--- config.mk ---
export PLATFORM = sky130hd
export DESIGN_NAME = xcvr_flag_mgr
export DESIGN_NICKNAME = d
export VERILOG_FILES = /design/src/rtl/xcvr_flag_mgr.sv
export SDC_FILE = /design/constraint.sdc
export NUM_CORES = 1
export LEC_CHECK = 0
export BUFFER_PORTS_ARGS = -buffer_cell sky130_fd_sc_hd__buf_4
export CAP_MARGIN = 20
export CORE_MARGIN = 2
export CORE_UTILIZATION = 40
export CTS_CLUSTER_DIAMETER = 40
export DETAILED_ROUTE_END_ITERATION = 8
export HOLD_SLACK_MARGIN = 0.12
export SETUP_SLACK_MARGIN = 0.5
export SLEW_MARGIN = 25
export SYNTH_ARGS = -nofsm -noshare
export SYNTH_HDL_FRONTEND = slang
export SYNTH_SLANG_ARGS = --single-unit
--- constraint.sdc ---
create_clock -name clk -period 3.7 [get_ports clk]
set_input_delay 0.555 -clock clk [delete_from_list [all_inputs] [get_ports clk]]
set_output_delay 0.555 -clock clk [all_outputs]
set_load 0.05 [all_outputs]
--- src/rtl/xcvr_flag_mgr.sv ---
module xcvr_flag_mgr #(
  parameter int DET_CYC = 16,
  parameter int REC_CYC = 32
) (
  input  logic       clk,
  input  logic       rst_n,
  input  logic [1:0] mode_i,
  input  logic       wake_evt_i,
  input  logic       wake_remote_i,
  input  logic       uv_supply_i,
  input  logic       pwon_evt_i,
  input  logic       bus_fail_i,
  input  logic       local_fail_i,
  input  logic       txd_i,
  input  logic       rxd_i,
  input  logic       stb_n_i,
  output logic       err_n_o,
  output logic       force_sleep_o,
  output logic       wake_o
);
  localparam logic [1:0] M_NRM = 2'd0;
  localparam logic [1:0] M_LSN = 2'd1;
  localparam logic [1:0] M_STB = 2'd2;
  localparam logic [1:0] M_SLP = 2'd3;
  localparam int DW = $clog2(DET_CYC + 1);
  localparam int RW = $clog2(REC_CYC + 1);
  localparam logic [DW-1:0] DET_LAST = DW'(DET_CYC - 1);
  localparam logic [RW-1:0] REC_LAST = RW'(REC_CYC - 1);
  localparam logic [2:0] EDGE_LIM = 3'd4;

  logic [1:0]    mode_q, mode_eff;
  logic          txd_q, stb_q, lfn_q;
  logic [2:0]    edge_cnt;
  logic          f_wsrc, f_wake, f_bfail, f_lfail, f_pwon, f_uv;
  logic [DW-1:0] det_cnt;
  logic [RW-1:0] rec_cnt;
  logic          sel;

  assign mode_eff = f_uv ? M_SLP : mode_i;

  wire in_nrm      = (mode_eff == M_NRM);
  wire enter_nrm   = in_nrm && (mode_q != M_NRM);
  wire leave_nrm   = !in_nrm && (mode_q == M_NRM);
  wire lsn_from_n  = (mode_eff == M_LSN) && ((mode_q == M_NRM) || lfn_q);
  wire txd_rise    = txd_i && !txd_q;
  wire lf_resolved = !rxd_i && txd_i && !local_fail_i;
  wire stb_rise    = stb_n_i && !stb_q;
  wire uv_set      = uv_supply_i && !f_uv && (det_cnt == DET_LAST);
  wire rec_done    = !uv_supply_i && f_uv && (rec_cnt == REC_LAST);
  wire uv_clr      = wake_evt_i || pwon_evt_i || stb_rise || rec_done;

  always_comb begin
    case (mode_eff)
      M_NRM:   sel = (edge_cnt == EDGE_LIM) ? f_bfail : f_wsrc;
      M_LSN:   sel = lsn_from_n ? f_lfail : f_pwon;
      default: sel = f_wake;
    endcase
  end

  assign err_n_o       = !sel;
  assign force_sleep_o = f_uv;
  assign wake_o        = f_wake;

  always_ff @(posedge clk or negedge rst_n) begin
    if (!rst_n) begin
      mode_q   <= M_STB;
      txd_q    <= 1'b1;
      stb_q    <= 1'b1;
      lfn_q    <= 1'b0;
      edge_cnt <= '0;
    end else begin
      mode_q <= mode_eff;
      txd_q  <= txd_i;
      stb_q  <= stb_n_i;
      lfn_q  <= lsn_from_n;
      if (enter_nrm)
        edge_cnt <= '0;
      else if (in_nrm && txd_rise && edge_cnt != EDGE_LIM)
        edge_cnt <= edge_cnt + 3'd1;
    end
  end

  always_ff @(posedge clk or negedge rst_n) begin
    if (!rst_n) begin
      f_wsrc  <= 1'b0;
      f_wake  <= 1'b0;
      f_pwon  <= 1'b0;
      f_bfail <= 1'b0;
      f_lfail <= 1'b0;
    end else begin
      if (pwon_evt_i)                      f_wsrc <= 1'b1;
      else if (leave_nrm)                  f_wsrc <= 1'b0;
      else if (wake_evt_i && !wake_remote_i) f_wsrc <= 1'b1;

      if (pwon_evt_i)      f_wake <= 1'b1;
      else if (enter_nrm)  f_wake <= 1'b0;
      else if (wake_evt_i) f_wake <= 1'b1;

      if (pwon_evt_i)     f_pwon <= 1'b1;
      else if (enter_nrm) f_pwon <= 1'b0;

      if (pwon_evt_i || enter_nrm) f_bfail <= 1'b0;
      else if (bus_fail_i)         f_bfail <= 1'b1;

      if (pwon_evt_i || enter_nrm || lf_resolved) f_lfail <= 1'b0;
      else if (local_fail_i)                      f_lfail <= 1'b1;
    end
  end

  always_ff @(posedge clk or negedge rst_n) begin
    if (!rst_n) begin
      f_uv    <= 1'b0;
      det_cnt <= '0;
      rec_cnt <= '0;
    end else begin
      if (uv_clr)      f_uv <= 1'b0;
      else if (uv_set) f_uv <= 1'b1;

      if (uv_clr || !uv_supply_i || f_uv) det_cnt <= '0;
      else                                det_cnt <= det_cnt + 1'b1;

      if (uv_clr || uv_supply_i || !f_uv) rec_cnt <= '0;
      else                                rec_cnt <= rec_cnt + 1'b1;
    end
  end
endmodule

# ---- After elaboration in Yosys (flattened, before gate mapping)
# Cells that the tools add are included.
dict set report classes {
  add_sub_neg 3
  n_mul 0
  n_div 0
  magnitude_cmp 0
  eq_ne 5
  n_shift 0
  mux 22
  bitwise_logic 0
  n_reduce_logical 43
}
# cell n
set ops {}
lappend ops {{$mux 1} 16}
lappend ops {{$logic_and 1x1->1} 14}
lappend ops {{$reduce_bool 2->1} 6}
lappend ops {{$logic_or 1x1->1} 10}
lappend ops {{$logic_not 1->1} 9}
lappend ops {{$add 6x1->6 const B} 1}
lappend ops {{$eq 6x5->1 const B} 1}
lappend ops {{$mux 3} 2}
lappend ops {{$mux 6} 1}
lappend ops {{$reduce_bool 3->1} 2}
lappend ops {{$add 5x1->5 const B} 1}
lappend ops {{$eq 5x4->1 const B} 1}
lappend ops {{$mux 5} 1}
lappend ops {{$logic_not 2->1} 2}
lappend ops {{$add 3x1->3 const B} 1}
lappend ops {{$eq 3x3->1 const B} 1}
lappend ops {{$ne 3x3->1 const B} 1}
lappend ops {{$eq 2x1->1 const B} 1}
lappend ops {{$mux 2} 1}
lappend ops {{$pmux 1 s2} 1}
dict set report word_totals {
  reg_bits 25
  latchBits 0
  ramBits 0
  romBits 0
  in_bits 13
  out_inout_bits 3
  wordCells 86
  n_memories 0
}

# ---- Logic depth before layout (Yosys ltp)
dict set report logic_depth {
  word_depth 7
  ltp_mapped 6
  depth_no_buf 6
}

# ---- Least setup slack after synthesis
# No wires, ideal clock.
dict set report synth_timing {
  path_type {reg-to-output}
  startpoint {register mode_q[1]}
  endpoint {output port err_n_o}
  arrival_ns 1.856
  t_required_ns 3.145
  path_slack_ns 1.289
  stages_incl_launch_ff 5
  n_path_buf 0
  cell_sequence {dfstp_2 nor2_1 nor2_1 mux2_2 a31oi_1}
}
dict set report synth_via {
  elab_chain_len 6
}
# element line_no
set synth_lines {}
lappend synth_lines {{from (decl)} 31} ;# logic [1:0] mode_q, mode_eff;
lappend synth_lines {{from (signal assigned)} 72} ;# mode_q <= mode_eff;
lappend synth_lines {{$logic_not 2->1} 44} ;# wire lsn_from_n = (mode_eff == M_LSN) && ((mode_q == M_NRM) || lfn_q);
lappend synth_lines {{$logic_or 1x1->1} 44}
lappend synth_lines {{$logic_and 1x1->1} 44}
lappend synth_lines {{$mux 1} 55} ;# M_LSN: sel = lsn_from_n ? f_lfail : f_pwon;
lappend synth_lines {{$pmux 1 s2} 53} ;# case (mode_eff)
lappend synth_lines {{$logic_not 1->1} 60} ;# assign err_n_o = !sel;
lappend synth_lines {{to (decl)} 17} ;# output logic err_n_o,
# No other way between the ends.

# ---- Final worst setup path
# Same ends and word-level chain as after synthesis.

==> results.txt <==
Outcome: finished, final reports clean
Crit path capture type: output port
WHS Endpoint: stb_q
Min Tclk post-route: 2.34 ns
Mapped Cells: 107
Clk_lat worst skew: 0.30 ns
Top sig layer: met4
Ys flop type: dfrtp_1
Leak: 0.597 nW
Full die area: 3300 um^2
Area share of the largest cell type after synthesis: 0.482
Met3 WL post-DR: 71 um
CP max FO: 4
CTS sink cnt: 25
Post-synth top cells: 22 x dfrtp_1, 18 x nor2_1, 6 x inv_1, 6 x nand3_1
Finished Layout Cells: 158
Synth area leaders: dfrtp_1 48%, dfstp_2 6.9%, nor2_1 5.9%
Largest net degree at the start of global routing: 26
Drt drc: 0
Fraction of registers with async set/reset: 1.00
Syn Std Cell Area: 1140 um^2
Fmax: 427 MHz
Root Buffer: clkbuf_4
Syn Nets: 125
DP Area: 1290 um^2
Syn_area_per_cell: 10.7 um^2
TritonRoute pass-1 iters: 2
Post-CTS Setup Inserts: 0
Worst Reg-to-Reg Cells: 5
Startpoint Class: register
Slew HR: 0.790
H-tree depth: 1
Seq cells post-synth: 25
DP Worst Slack: 1.65 ns
Util after Layout: 0.486
Layout cells sized above 1: 0.220
# hold bufs at CTS: 0
Final TNS setup: 0 ns
Starting density of the core: 0.417
Reg-to-reg startpoint: rec_cnt[0]
Deepest clock path buffer count: 2
HP Class: in2reg
Post-synthesis sequential area ratio: 0.552
NumNets Final: 146
WHS Path Cells: 1
Routed wl met2: 934 um
Global Route Usage Sum: 0.135
First-pass GRT wire length: 3.49 mm
Power Density: 340 nW/um^2
Power Total: 452 uW
Cells after DPL: 153
Setup violators final: 0
Post-synth EDFFs: 0
Placement row count: 19
RSZ-0062 raised after global routing: false
Synth unique cells: 30
Top-level I/O count: 16
Slew Viols, Final: 0
Crit Path Category: reg2out
Via count: 799
DP Wirelength: 1.51 mm
CP arrival: 1.79 ns
Initial antenna violation count: 0
Die Height: 57.4 um
Synth-to-layout area growth: 16.4%
Slew @ Worst Pin: 0.315 ns
Worst IR Drop VDD: 0.198 mV
RR Endpoint: force_sleep_o
Core Area: 2730 um^2
CP Data Required Time: 3.14 ns
Drt via density: 5.06
WL/cell: 12.1 um
Worst setup startpoint: mode_q[1]
Fin crit share: 0.634
Vias in the first global route: 838
Routed Antenna Nets: 0
YS warnings: 0
Total Wirelength: 1.91 mm
Hold path start: stb_n_i
Total gr overflow: 0
R2R Setup Slk: 2.22 ns
Post_cts resized: 0
Max-cap violations: 0
CTS Buf Count: 3
Hold WS: 0.354 ns
Largest area contributor in the netlist: dfrtp_1
CTS tree: yes
RD Place Congestion: 0.840
DRT iter0 DRCs: 8
Endpoints failing hold: 0
Buffers on Ports: 15
Setup Skew: 0.00340 ns
Met1 WL: 893 um
Post-Layout Inst Area: 1330 um^2
Worst-path clk slew: 0.13 ns
Final setup margin: 1.36 ns
Most frequent cell after synthesis: dfrtp_1
Ant. Diodes: 0
Width of the chip: 57.4 um
## cell families (layout without fill, tap and decap cells)
logic type                 after synthesis  after routing  share of synthesized area
AOI/OAI and AO/OA                       14             14                     0.0779
xor gates and xnor gates                 5              5                     0.0384
adders and majority gates                5              5                     0.0548
buffers and inverters                    6             26                     0.0197
DFF                                     25             25                      0.552
muxes                                    3              3                     0.0274
and+or+nand+nor                         49             49                      0.230
## cell usage in the layout (no fill, tap or decap), types with 2 or more instances in the layout
master	count
dfrtp_1	22
nor2_1	18
buf_4	15
inv_1	6
nand3_1	6
nand2b_1	5
nand2_1	5
ha_1	5
o21ai_0	4
a21oi_1	4
nand4b_1	3
xor2_1	3
nor3_1	3
clkbuf_4	3
dfstp_2	3
or2_2	2
xnor2_1	2
mux2i_1	2
## cell type report
type	count	area, um^2
multi-input cells	76	489
fillers	265	1410
flip-flops and latches	25	629
clock buffers	4	26.3
inverters	6	22.5
well taps	31	38.8
repair buffers	16	123
## worst max path at each step
stage,end,slack [ns]
6_report,err_n_o,1.36
5_1_grt,err_n_o,1.21
4_1_cts,err_n_o,1.33
3_5_place_dp,err_n_o,1.65
3_3_place_gp,err_n_o,1.70
2_1_floorplan,err_n_o,1.29
## where the power goes
group	switching (mW)	internal (mW)	total (mW)
clock network	0.0749	0.0420	0.117
logic	0.0277	0.0221	0.0498
registers	0.00356	0.282	0.285
## critical path, cell delays in order, from the launching register on
cell	delay, ns
dfstp_2	0.55
nor2_1	0.07
nor2_1	0.15
mux2_2	0.35
a31oi_1	0.16
buf_4	0.22
## metal layers
metal  up-vias  GRT usage
met5         -          0
met4         0     0.0664
met3         2     0.0227
met2        11      0.229
met1       382      0.166
li1        404          -
## flip-flops by register name, indices dropped and copies added (netlist names), 2 cells and up
| name | count |
|---|---|
| rec_cnt | 6 |
| edge_cnt | 3 |
| det_cnt | 5 |
| mode_q | 2 |
No activity file was read; power rests on OpenSTA's default activity.
